==> config.mk <==
export PLATFORM = sky130hd
export DESIGN_NAME = adc_serial_ctrl
export DESIGN_NICKNAME = d
export VERILOG_FILES = /design/src/rtl/adc_ctrl_pkg.sv /design/src/rtl/adc_sample_bank.sv /design/src/rtl/adc_convert.sv /design/src/rtl/adc_seq_ctrl.sv /design/src/rtl/adc_serial_ctrl.sv
export SDC_FILE = /design/constraint.sdc
export NUM_CORES = 1
export LEC_CHECK = 0
export ABC_CLOCK_PERIOD_IN_PS = 4200
export BUFFER_PORTS_ARGS = -buffer_cell sky130_fd_sc_hd__buf_2
export CORE_ASPECT_RATIO = 1.4
export CORE_MARGIN = 1
export CORE_UTILIZATION = 40
export DETAILED_ROUTE_END_ITERATION = 8
export SLEW_MARGIN = 40
export SYNTH_ARGS = -nofsm -noshare
export SYNTH_HDL_FRONTEND = slang
export SYNTH_SLANG_ARGS = --single-unit
==> constraint.sdc <==
create_clock -name clk -period 4.2 [get_ports clk]
set_clock_uncertainty 0.05 [all_clocks]
set_input_delay 0.42 -clock clk [delete_from_list [all_inputs] [get_ports clk]]
set_output_delay 0.42 -clock clk [all_outputs]
set_load 0.1 [all_outputs]
==> src/rtl/adc_ctrl_pkg.sv <==
package adc_ctrl_pkg;

    localparam int BYTE_W = 8;

    // Command byte fields, MSB first; bit positions are decoded by the host.
    typedef struct packed {
        logic start;     // b7
        logic sel2;      // b6
        logic sel1;      // b5
        logic sel0;      // b4
        logic unipolar;  // b3
        logic single;    // b2
        logic pwr_on;    // b1
        logic pwr_aux;   // b0
    } cmd_byte_t;

    function automatic logic [BYTE_W-1:0] reset_sample(input int idx);
        return BYTE_W'(240 - 16 * idx);
    endfunction

endpackage

==> src/rtl/adc_sample_bank.sv <==
module adc_sample_bank
    import adc_ctrl_pkg::*;
#(
    parameter int NUM_INPUTS = 8,
    localparam int IDX_W = $clog2(NUM_INPUTS)
) (
    input  logic                             clk,
    input  logic                             rst_n,
    input  logic                             ld_valid,
    input  logic                             ld_common,
    input  logic [IDX_W-1:0]                 ld_index,
    input  logic [BYTE_W-1:0]                ld_data,
    output logic [NUM_INPUTS-1:0][BYTE_W-1:0] samples,
    output logic [BYTE_W-1:0]                common
);

    typedef struct packed {
        logic [NUM_INPUTS-1:0][BYTE_W-1:0] chan;
        logic [BYTE_W-1:0]                 common;
    } bank_t;

    bank_t bank_d, bank_q, bank_rst;

    // per-input reset values
    for (genvar g = 0; g < NUM_INPUTS; g++) begin : g_rst
        assign bank_rst.chan[g] = reset_sample(g);
    end
    assign bank_rst.common = '0;

    always_comb begin
        bank_d = bank_q;
        if (ld_valid) begin
            if (ld_common) begin
                bank_d.common = ld_data;
            end else begin
                bank_d.chan[ld_index] = ld_data;
            end
        end
    end

    always_ff @(posedge clk) begin
        if (!rst_n) begin
            bank_q <= bank_rst;
        end else begin
            bank_q <= bank_d;
        end
    end

    assign samples = bank_q.chan;
    assign common  = bank_q.common;

    // loads land on the next edge
    p_common_load_r10: assert property (@(posedge clk) disable iff (!rst_n)
        ld_valid && ld_common |=> common == $past(ld_data));
    p_input_load_r10: assert property (@(posedge clk) disable iff (!rst_n)
        ld_valid && !ld_common |=> samples[$past(ld_index)] == $past(ld_data));

endmodule

==> src/rtl/adc_convert.sv <==
module adc_convert
    import adc_ctrl_pkg::*;
#(
    parameter int NUM_INPUTS = 8,
    localparam int IDX_W = $clog2(NUM_INPUTS)
) (
    input  cmd_byte_t                         cmd,
    input  logic [NUM_INPUTS-1:0][BYTE_W-1:0] samples,
    input  logic [BYTE_W-1:0]                 common,
    output logic [BYTE_W-1:0]                 meas
);

    logic [IDX_W-1:0]  pick;
    logic [IDX_W-1:0]  partner;
    logic [BYTE_W-1:0] minuend;
    logic [BYTE_W-1:0] subtrahend;
    logic [BYTE_W-1:0] diff;

    // variant-specific select scrambling
    if (NUM_INPUTS == 8) begin : g_sel8
        assign pick = {cmd.sel1, cmd.sel0, cmd.sel2};
    end else begin : g_sel4
        logic unused_sel0;
        assign unused_sel0 = cmd.sel0;
        assign pick = {cmd.sel1, cmd.sel2};
    end

    assign partner = pick ^ IDX_W'(1);

    always_comb begin
        minuend    = samples[pick];
        // reference choice
        subtrahend = cmd.single ? common : samples[partner];
        diff       = minuend - subtrahend;
        // offset-binary recode
        meas       = cmd.unipolar ? diff : (diff ^ 8'h80);
    end

endmodule

==> src/rtl/adc_seq_ctrl.sv <==
module adc_seq_ctrl
    import adc_ctrl_pkg::*;
(
    input  logic              clk,
    input  logic              rst_n,
    input  logic              rx_valid,
    input  logic [BYTE_W-1:0] rx_byte,
    input  logic [BYTE_W-1:0] meas,
    output logic [BYTE_W-1:0] tx_byte,
    output logic              done_pulse
);

    localparam logic [1:0] CNT_MAX = 2'd3;

    typedef struct packed {
        cmd_byte_t  cmd;
        logic [1:0] count;
        logic [5:0] hi;
        logic [1:0] lo;
        logic       done;
    } seq_t;

    seq_t      st_d, st_q;
    cmd_byte_t rx_cmd;

    assign rx_cmd = cmd_byte_t'(rx_byte);

    always_comb begin
        st_d      = st_q;
        st_d.done = 1'b0;
        tx_byte   = '0;
        if (rx_valid) begin
            if (rx_cmd.start) begin
                // a command is answered with zero
                st_d.count = (rx_cmd.pwr_on) ? 2'd1 : 2'd0;
                if (rx_cmd.pwr_on) begin
                    st_d.cmd  = rx_cmd;
                    st_d.hi   = meas[7:2];
                    st_d.lo   = meas[1:0];
                    st_d.done = 1'b1;
                end else begin
                    st_d.cmd  = '0;
                end
            end else if (st_q.cmd.pwr_on) begin
                // plain read against the current count
                unique case (st_q.count)
                    2'd1:    tx_byte = {2'b00, st_q.hi};
                    2'd2:    tx_byte = {st_q.lo, 6'b000000};
                    default: tx_byte = '0;
                endcase
                if (st_q.count != CNT_MAX) begin
                    st_d.count = st_q.count + 2'd1;
                end
            end
        end
    end

    always_ff @(posedge clk) begin
        if (!rst_n) begin
            st_q <= '0;
        end else begin
            st_q <= st_d;
        end
    end

    assign done_pulse = st_q.done;

    p_cmd_answer_zero_r7: assert property (@(posedge clk) disable iff (!rst_n)
        rx_valid && rx_byte[7] |-> tx_byte == 8'h00);
    p_idle_zero_r7: assert property (@(posedge clk) disable iff (!rst_n)
        !rx_valid |-> tx_byte == 8'h00);
    p_down_quiet_r2: assert property (@(posedge clk) disable iff (!rst_n)
        $past(rx_valid && rx_byte[7] && !rx_byte[1]) && !rx_valid |-> tx_byte == 8'h00);
    p_ignore_hold_r1: assert property (@(posedge clk) disable iff (!rst_n)
        rx_valid && !rx_byte[7] |=> $stable(st_q.cmd) && $stable(st_q.hi) && $stable(st_q.lo));
    p_done_cause_r9: assert property (@(posedge clk) disable iff (!rst_n)
        done_pulse |-> $past(rx_valid && rx_byte[7] && rx_byte[1]));

endmodule

==> src/rtl/adc_serial_ctrl.sv <==
module adc_serial_ctrl
    import adc_ctrl_pkg::*;
#(
    parameter int NUM_INPUTS = 8,
    localparam int IDX_W = $clog2(NUM_INPUTS)
) (
    input  logic              clk,
    input  logic              rst_n,
    input  logic              rx_valid,
    input  logic [7:0]        rx_byte,
    output logic [7:0]        tx_byte,
    input  logic              ld_valid,
    input  logic              ld_common,
    input  logic [IDX_W-1:0]  ld_index,
    input  logic [7:0]        ld_data,
    output logic              done_pulse
);

    logic [NUM_INPUTS-1:0][BYTE_W-1:0] samples;
    logic [BYTE_W-1:0]                 common;
    logic [BYTE_W-1:0]                 meas;

    adc_sample_bank #(.NUM_INPUTS(NUM_INPUTS)) u_bank (
        .clk      (clk),
        .rst_n    (rst_n),
        .ld_valid (ld_valid),
        .ld_common(ld_common),
        .ld_index (ld_index),
        .ld_data  (ld_data),
        .samples  (samples),
        .common   (common)
    );

    adc_convert #(.NUM_INPUTS(NUM_INPUTS)) u_conv (
        .cmd     (cmd_byte_t'(rx_byte)),
        .samples (samples),
        .common  (common),
        .meas    (meas)
    );

    adc_seq_ctrl u_seq (
        .clk       (clk),
        .rst_n     (rst_n),
        .rx_valid  (rx_valid),
        .rx_byte   (rx_byte),
        .meas      (meas),
        .tx_byte   (tx_byte),
        .done_pulse(done_pulse)
    );

endmodule

=== After elaboration in Yosys (flattened, before gate mapping) ===
Cells that the tools add are included.
W data, S select, Z words.

* Bits in registers: 84
* Bits in latches: 0
* Bits in writable memories: 0
* Bits in read-only memories: 0
* Bits of input ports: 24
* Output and inout bits: 9
* Word-level logic and storage cells: 54
* Memories: 0

* Add/subtract/negate cells: 2
* $mul: 0
* Divide/modulo/power cells: 0
* Magnitude comparators: 4
* Equality and inequality tests: 3
* Shift-type cells: 0
* Mux-type cells: 19
* Bitwise operators: 3
* Reduce and logical (&&, ||, !) cells: 9

{| class="wikitable"
|+ Operators with widths
! kind !! count
|-
| $bwmux W64 || 1
|-
| $mux W8 || 8
|-
| $bmux W8 S3 || 2
|-
| $demux W8 S3 || 1
|-
| $pmux W8 S2 || 1
|-
| $lt A3 B4 Y1 const B || 3
|-
| $reduce_and A3 Y1 || 3
|-
| $mux W2 || 4
|-
| $sub A8 B8 Y8 || 1
|-
| $reduce_and A2 Y1 || 3
|-
| $reduce_bool A2 Y1 || 2
|-
| $ge A3 B1 Y1 const B || 1
|-
| $not A1 Y1 || 3
|-
| $add A2 B1 Y2 const B || 1
|-
| $eq A2 B1 Y1 const B || 1
|-
| $eq A2 B2 Y1 const B || 1
|-
| $mux W1 || 2
|-
| $ne A2 B2 Y1 const B || 1
|-
| $logic_and A1 B1 Y1 || 1
|}

=== Logic depth before layout (Yosys ltp) ===
* Depth in word-level cells: 7
* Depth in mapped cells: 14
* Depth with buffers taken out: 12

=== By module ===
A second synthesis with hierarchy kept.

* Cells, all modules: 484
* Area, all modules: 4611.9 µm²

{| class="wikitable"
|+ By module, submodules not included
! module !! times used !! cells each !! area an instance (µm²) !! sequential area each (µm²)
|-
| adc_sample_bank || 1 || 278 || 2750.1 || 1441.4
|-
| adc_convert || 1 || 136 || 1267.5 || 0.0
|-
| adc_seq_ctrl || 1 || 70 || 594.3 || 240.2
|}

=== Least setup slack after synthesis ===
OpenSTA, ideal clock, no wires.

* Path kind: input -> register
* Start point: input rx_byte[4]
* End point: register u_seq.st_q[8] (netlist bit)
* Library setup time: 0.127 ns
* Arrival time: 3.050 ns
* Data required time: 4.023 ns
* Path slack: 0.973 ns
* Cell stages on the path: 11
* Path buffers: 3
* Cell sequence: buf_2 -> buf_2 -> buf_2 -> mux4_2 -> mux2_2 -> ha_1 -> o21ai_0 -> a21boi_0 -> o2111ai_1 -> and4_1 -> or3_1

* Cells in the longest elaborated chain, start to end: 6
* Elaborated cells between the ends (all ways): 8
* Those cells by class: 1 x add/sub; 6 x mux; 1 x bitwise

{| class="wikitable"
|+ Ends and longest elaborated chain
! what !! RTL line !! RTL
|-
| start, declared || adc_serial_ctrl.sv:10 || <nowiki>input logic [7:0] rx_byte,</nowiki>
|-
| $bmux W8 S3 || adc_convert.sv:33 || <nowiki>subtrahend = cmd.single ? common : samples[partner];</nowiki>
|-
| $mux W8 (not written as such) || adc_convert.sv:33 ||
|-
| $mux W8 || adc_convert.sv:33 ||
|-
| $sub A8 B8 Y8 (*) || adc_convert.sv:34 || <nowiki>diff = minuend - subtrahend;</nowiki>
|-
| $not A1 Y1 (no source line) || -- ||
|-
| $mux W8 (*) || adc_convert.sv:36 || <nowiki>meas = cmd.unipolar ? diff : (diff ^ 8'h80);</nowiki>
|-
| end signal, assigned || adc_seq_ctrl.sv:62 || <nowiki>st_q <= st_d;</nowiki>
|-
| end, declared || adc_seq_ctrl.sv:23 || <nowiki>seq_t st_d, st_q;</nowiki>
|}

Mark *: on every way between the ends. The rest lies on a longest branch, timed or not. The select of a mux whose other input is x is not followed.
A chain may end at the register's enable or synchronous reset.

=== Final worst setup path ===
* Start point: input rx_byte[4]
* End point: register u_seq.st_q[7] (netlist bit)

* Cells in the longest elaborated chain, start to end: 5
* Elaborated cells between the ends (all ways): 7
* Those cells by class: 1 x add/sub; 6 x mux

{| class="wikitable"
|+ Ends and longest elaborated chain
! what !! RTL line
|-
| $bmux W8 S3 || adc_convert.sv:33
|-
| $mux W8 (not written as such) || adc_convert.sv:33
|-
| $mux W8 || adc_convert.sv:33
|-
| $sub A8 B8 Y8 (*) || adc_convert.sv:34
|-
| $mux W8 (*) || adc_convert.sv:36
|}

Marks and branches as above.

==> parameters.txt <==
Parameter                              Value

Run status
  Status    complete, no violations

Clock tree
  Htree depth    3
  TritonCTS clock tree    yes
  Resized cells post-CTS    0
  Clock sinks    84
  Clock Latency Late Sink    340 ps
  Clock tree buffer depth    2
  Postcts setup bufs    0
  Hold_buf cts    0
  Clk Tree Root Cell    sky130_fd_sc_hd__clkbuf_16
  Number of CTS-inserted buffers    9
  Clock slew at the register clock pins of the worst setup and hold paths    60 ps

Layout
  # diodes    0
  Fillcell total    1048
  Total Nets Final    507
  Commonest cells after routing, fill and taps aside    84 x sky130_fd_sc_hd__dfxtp_1, 71 x sky130_fd_sc_hd__mux2i_1, 61 x sky130_fd_sc_hd__nand2_1
  Most common library cell in the layout ignoring fill and taps    sky130_fd_sc_hd__dfxtp_1
  Layout Area Growth over Synthesis    13.1%
  Share of cells above drive strength 1    about 18%
  Final standard cell utilization of the core    46.7%

Floorplan
  Die area    0.0116 mm^2
  Initial Utilization    41.3%
  Die height    127 um
  Std-Cell Rows    45
  Die width    91.5 um
  I/O pin total    33
  Core ar.    0.0109 mm^2

Placed design
  Final GP Congestion    0.759
  Minimum setup slack after placement    between 600 and 700 ps
  Estimated wirelength of the detail-placed design    6800 um
  Number of input and output port buffers inserted    31

Drt
  Detailed-router iteration count before antenna repair    4
  Violation count after the first detailed-route iteration    181
  Total vias in the final route    ~3200
  Residual DRC    0
  Routed wire length    10100 um
  DR WL/cell    16.4 um
  Antenna Nets Post-Route    0
  Ratio of routed vias to standard cells    between 5 and 6

Synthesis
  Number of synthesized register bits    84
  Portion of synthesized cell area occupied by the leading cell type    a little under two fifths
  Number of warnings reported in the yosys synthesis log    0
  Post-synthesis cell type with the largest combined area    sky130_fd_sc_hd__dfxtp_1
  Syn_nets    496
  Number of distinct standard cells referenced by the synthesized netlist    37
  Sequential area share after synthesis    37.5%
  Largest cells by area after synthesis    sky130_fd_sc_hd__dfxtp_1 38%, sky130_fd_sc_hd__mux2i_1 16%, sky130_fd_sc_hd__mux4_2 9.5%
  Count of mapped cells out of synthesis    461
  Average footprint of a synthesized cell    9.73 um^2
  Mapped Area    0.00448 mm^2

GRT
  Antenna violations before repair    0
  Global-route total usage across every layer    18.4%
  First-pass GRT wire length    16200 um
  Number of global-route vias before repair    between 3000 and 4000
  Pin count of the biggest net entering global routing    84
  Final global-route overflow total    0

Worst setup path
  Kind of critical path    input pin to flop
  R2R depth    10
  Largest fanout on the critical path    18
  Reg-to-reg setup timing slack    roughly 1300 ps
  Critical path capture point type    flop
  Kind of launch point of the worst setup path    input pin
  Required time of the worst setup path    4410 ps
  Arrival time worst endpoint    3390 ps

STA
  Minimum setup slack in the final design    between 1000 and 1500 ps
  Final clock period utilization by the worst path    75.8%
  Final sum of negative setup slack    0 ps
  Count of final setup violators    0
  Slew at the pin with the worst max-slew slack    between 700 and 800 ps
  Max Clock Freq    approximately 0.31 GHz
  Max-slew violations    0
  Final Hold Fails    0
  Post-layout min period    around 3200 ps
  RSZ-0062 raised after global routing    no
  Slew HR    49.4%

Pwr
  Pwr dens    376 mW/mm^2
  Leak    2.10 nW
  Total power    1.91 mW
  Worst supply voltage drop on vdd    0.200 mV

Run
  MaxCap Viol Count    0

Min path
  Class of the most critical hold timing path    input pin to flop
  Worst hold path cell count    3
## flip-flops by register name, indices dropped and copies added, names as in the netlist
name and cells:
u_seq.st_q 11, u_bank.samples 64, u_bank.common 8, u_seq.done_pulse 1
## cells by family after synthesis
group                      Yosys count  share of synthesized area, %
AOI/OAI and AO/OA                   52                          7.70
xor gates and xnor gates             3                         0.586
adders and majority gates           11                          3.24
buffers and inverters               49                          4.21
DFF                                 84                          37.5
muxes                              101                          28.5
and+or+nand+nor                    161                          18.3
## Yosys cell counts
| library cell | n |
|---|---|
| sky130_fd_sc_hd__nor2b_1 | 47 |
| sky130_fd_sc_hd__nand3_1 | 14 |
| sky130_fd_sc_hd__buf_2 | 4 |
| sky130_fd_sc_hd__mux2i_1 | 71 |
| sky130_fd_sc_hd__o21ai_0 | 11 |
| sky130_fd_sc_hd__mux4_2 | 19 |
| sky130_fd_sc_hd__ha_1 | 10 |
| sky130_fd_sc_hd__a21o_1 | 1 |
| sky130_fd_sc_hd__a211oi_1 | 1 |
| sky130_fd_sc_hd__o31ai_1 | 3 |
| sky130_fd_sc_hd__a21boi_0 | 17 |
| sky130_fd_sc_hd__and3_1 | 4 |
| sky130_fd_sc_hd__o2111ai_1 | 1 |
| sky130_fd_sc_hd__a22o_1 | 1 |
| sky130_fd_sc_hd__o21ai_1 | 1 |
| sky130_fd_sc_hd__a22oi_1 | 2 |
| sky130_fd_sc_hd__inv_2 | 1 |
| sky130_fd_sc_hd__fa_1 | 1 |
| sky130_fd_sc_hd__nor3_1 | 3 |
| sky130_fd_sc_hd__inv_1 | 12 |
| sky130_fd_sc_hd__nor2_1 | 12 |
| sky130_fd_sc_hd__nand3b_1 | 3 |
| sky130_fd_sc_hd__o211a_1 | 2 |
| sky130_fd_sc_hd__xnor2_1 | 2 |
| sky130_fd_sc_hd__clkbuf_1 | 22 |
| sky130_fd_sc_hd__buf_1 | 10 |
| sky130_fd_sc_hd__and2_1 | 8 |
| sky130_fd_sc_hd__nor3b_1 | 4 |
| sky130_fd_sc_hd__nand2_1 | 61 |
| sky130_fd_sc_hd__mux2_2 | 10 |
| sky130_fd_sc_hd__or3_1 | 2 |
| sky130_fd_sc_hd__a21oi_1 | 9 |
| sky130_fd_sc_hd__and4_1 | 3 |
| sky130_fd_sc_hd__o21a_1 | 3 |
| sky130_fd_sc_hd__mux4_1 | 1 |
| sky130_fd_sc_hd__xor2_1 | 1 |
| sky130_fd_sc_hd__dfxtp_1 | 84 |
## cell type report
type                            instances  area, um^2  share of cell area [%]
Tap cell                              141         176                    3.48
Multi-Input combinational cell        328        2640                    52.0
Clock inverter                          4        70.1                    1.38
Inverter                               13        48.8                   0.962
Timing Repair Buffer                   36         193                    3.80
Clock buffer                           12         267                    5.25
Sequential cell                        84        1680                    33.2
## worst max-delay path, stage by stage
cell and delay, ps:
sky130_fd_sc_hd__buf_2 300, sky130_fd_sc_hd__buf_4 360, sky130_fd_sc_hd__mux4_2 540, sky130_fd_sc_hd__mux2i_1 160, sky130_fd_sc_hd__nand2_1 60, sky130_fd_sc_hd__o21ai_0 120, sky130_fd_sc_hd__ha_1 320, sky130_fd_sc_hd__nor2b_1 140
sky130_fd_sc_hd__o21ai_0 230, sky130_fd_sc_hd__a21boi_0 160, sky130_fd_sc_hd__o21a_1 200, sky130_fd_sc_hd__o21a_1 170, sky130_fd_sc_hd__o31ai_1 200
## metrics by stage
step	hold WS, ps	area, um^2	cells
2_1_floorplan	382	4480	461
4_1_cts	332	5070	618
6_report	341	5070	618
5_1_grt	360	5070	618
3_3_place_gp	399	4720	602
3_5_place_dp	401	4740	602
## power breakdown
part | leakage (nW) | internal, mW | switching (mW) | total, mW
Clock | 0.169 | 0.567 | 0.322 | 0.889
Sequential | 0.681 | 0.814 | 0.00927 | 0.823
Combinational | 1.25 | 0.0834 | 0.110 | 0.194
## per-layer routing
| metal | wire, um | GRT usage [%] | part of all wire (%) | up-vias |
|---|---|---|---|---|
| met5 | 0 | 0 | 0 | - |
| met4 | 245 | 9.99 | 2.4 | 0 |
| met3 | 208 | 2.38 | 2.1 | 17 |
| met2 | 5070 | 31.6 | 50 | 42 |
| met1 | 4590 | 22.1 | 45 | 1544 |
| li1 | - | - | - | 1621 |
## path summary, 6_finish.rpt
check,startpoint,endpoint
worst max-delay path,rx_byte[4],u_seq.st_q[7]
worst min-delay path,rst_n,u_seq.done_pulse
worst max register to register,u_bank.samples[57],u_seq.st_q[8]
worst min register to register,u_seq.st_q[6],u_seq.st_q[6]
(Power assumes the default switching activity.)
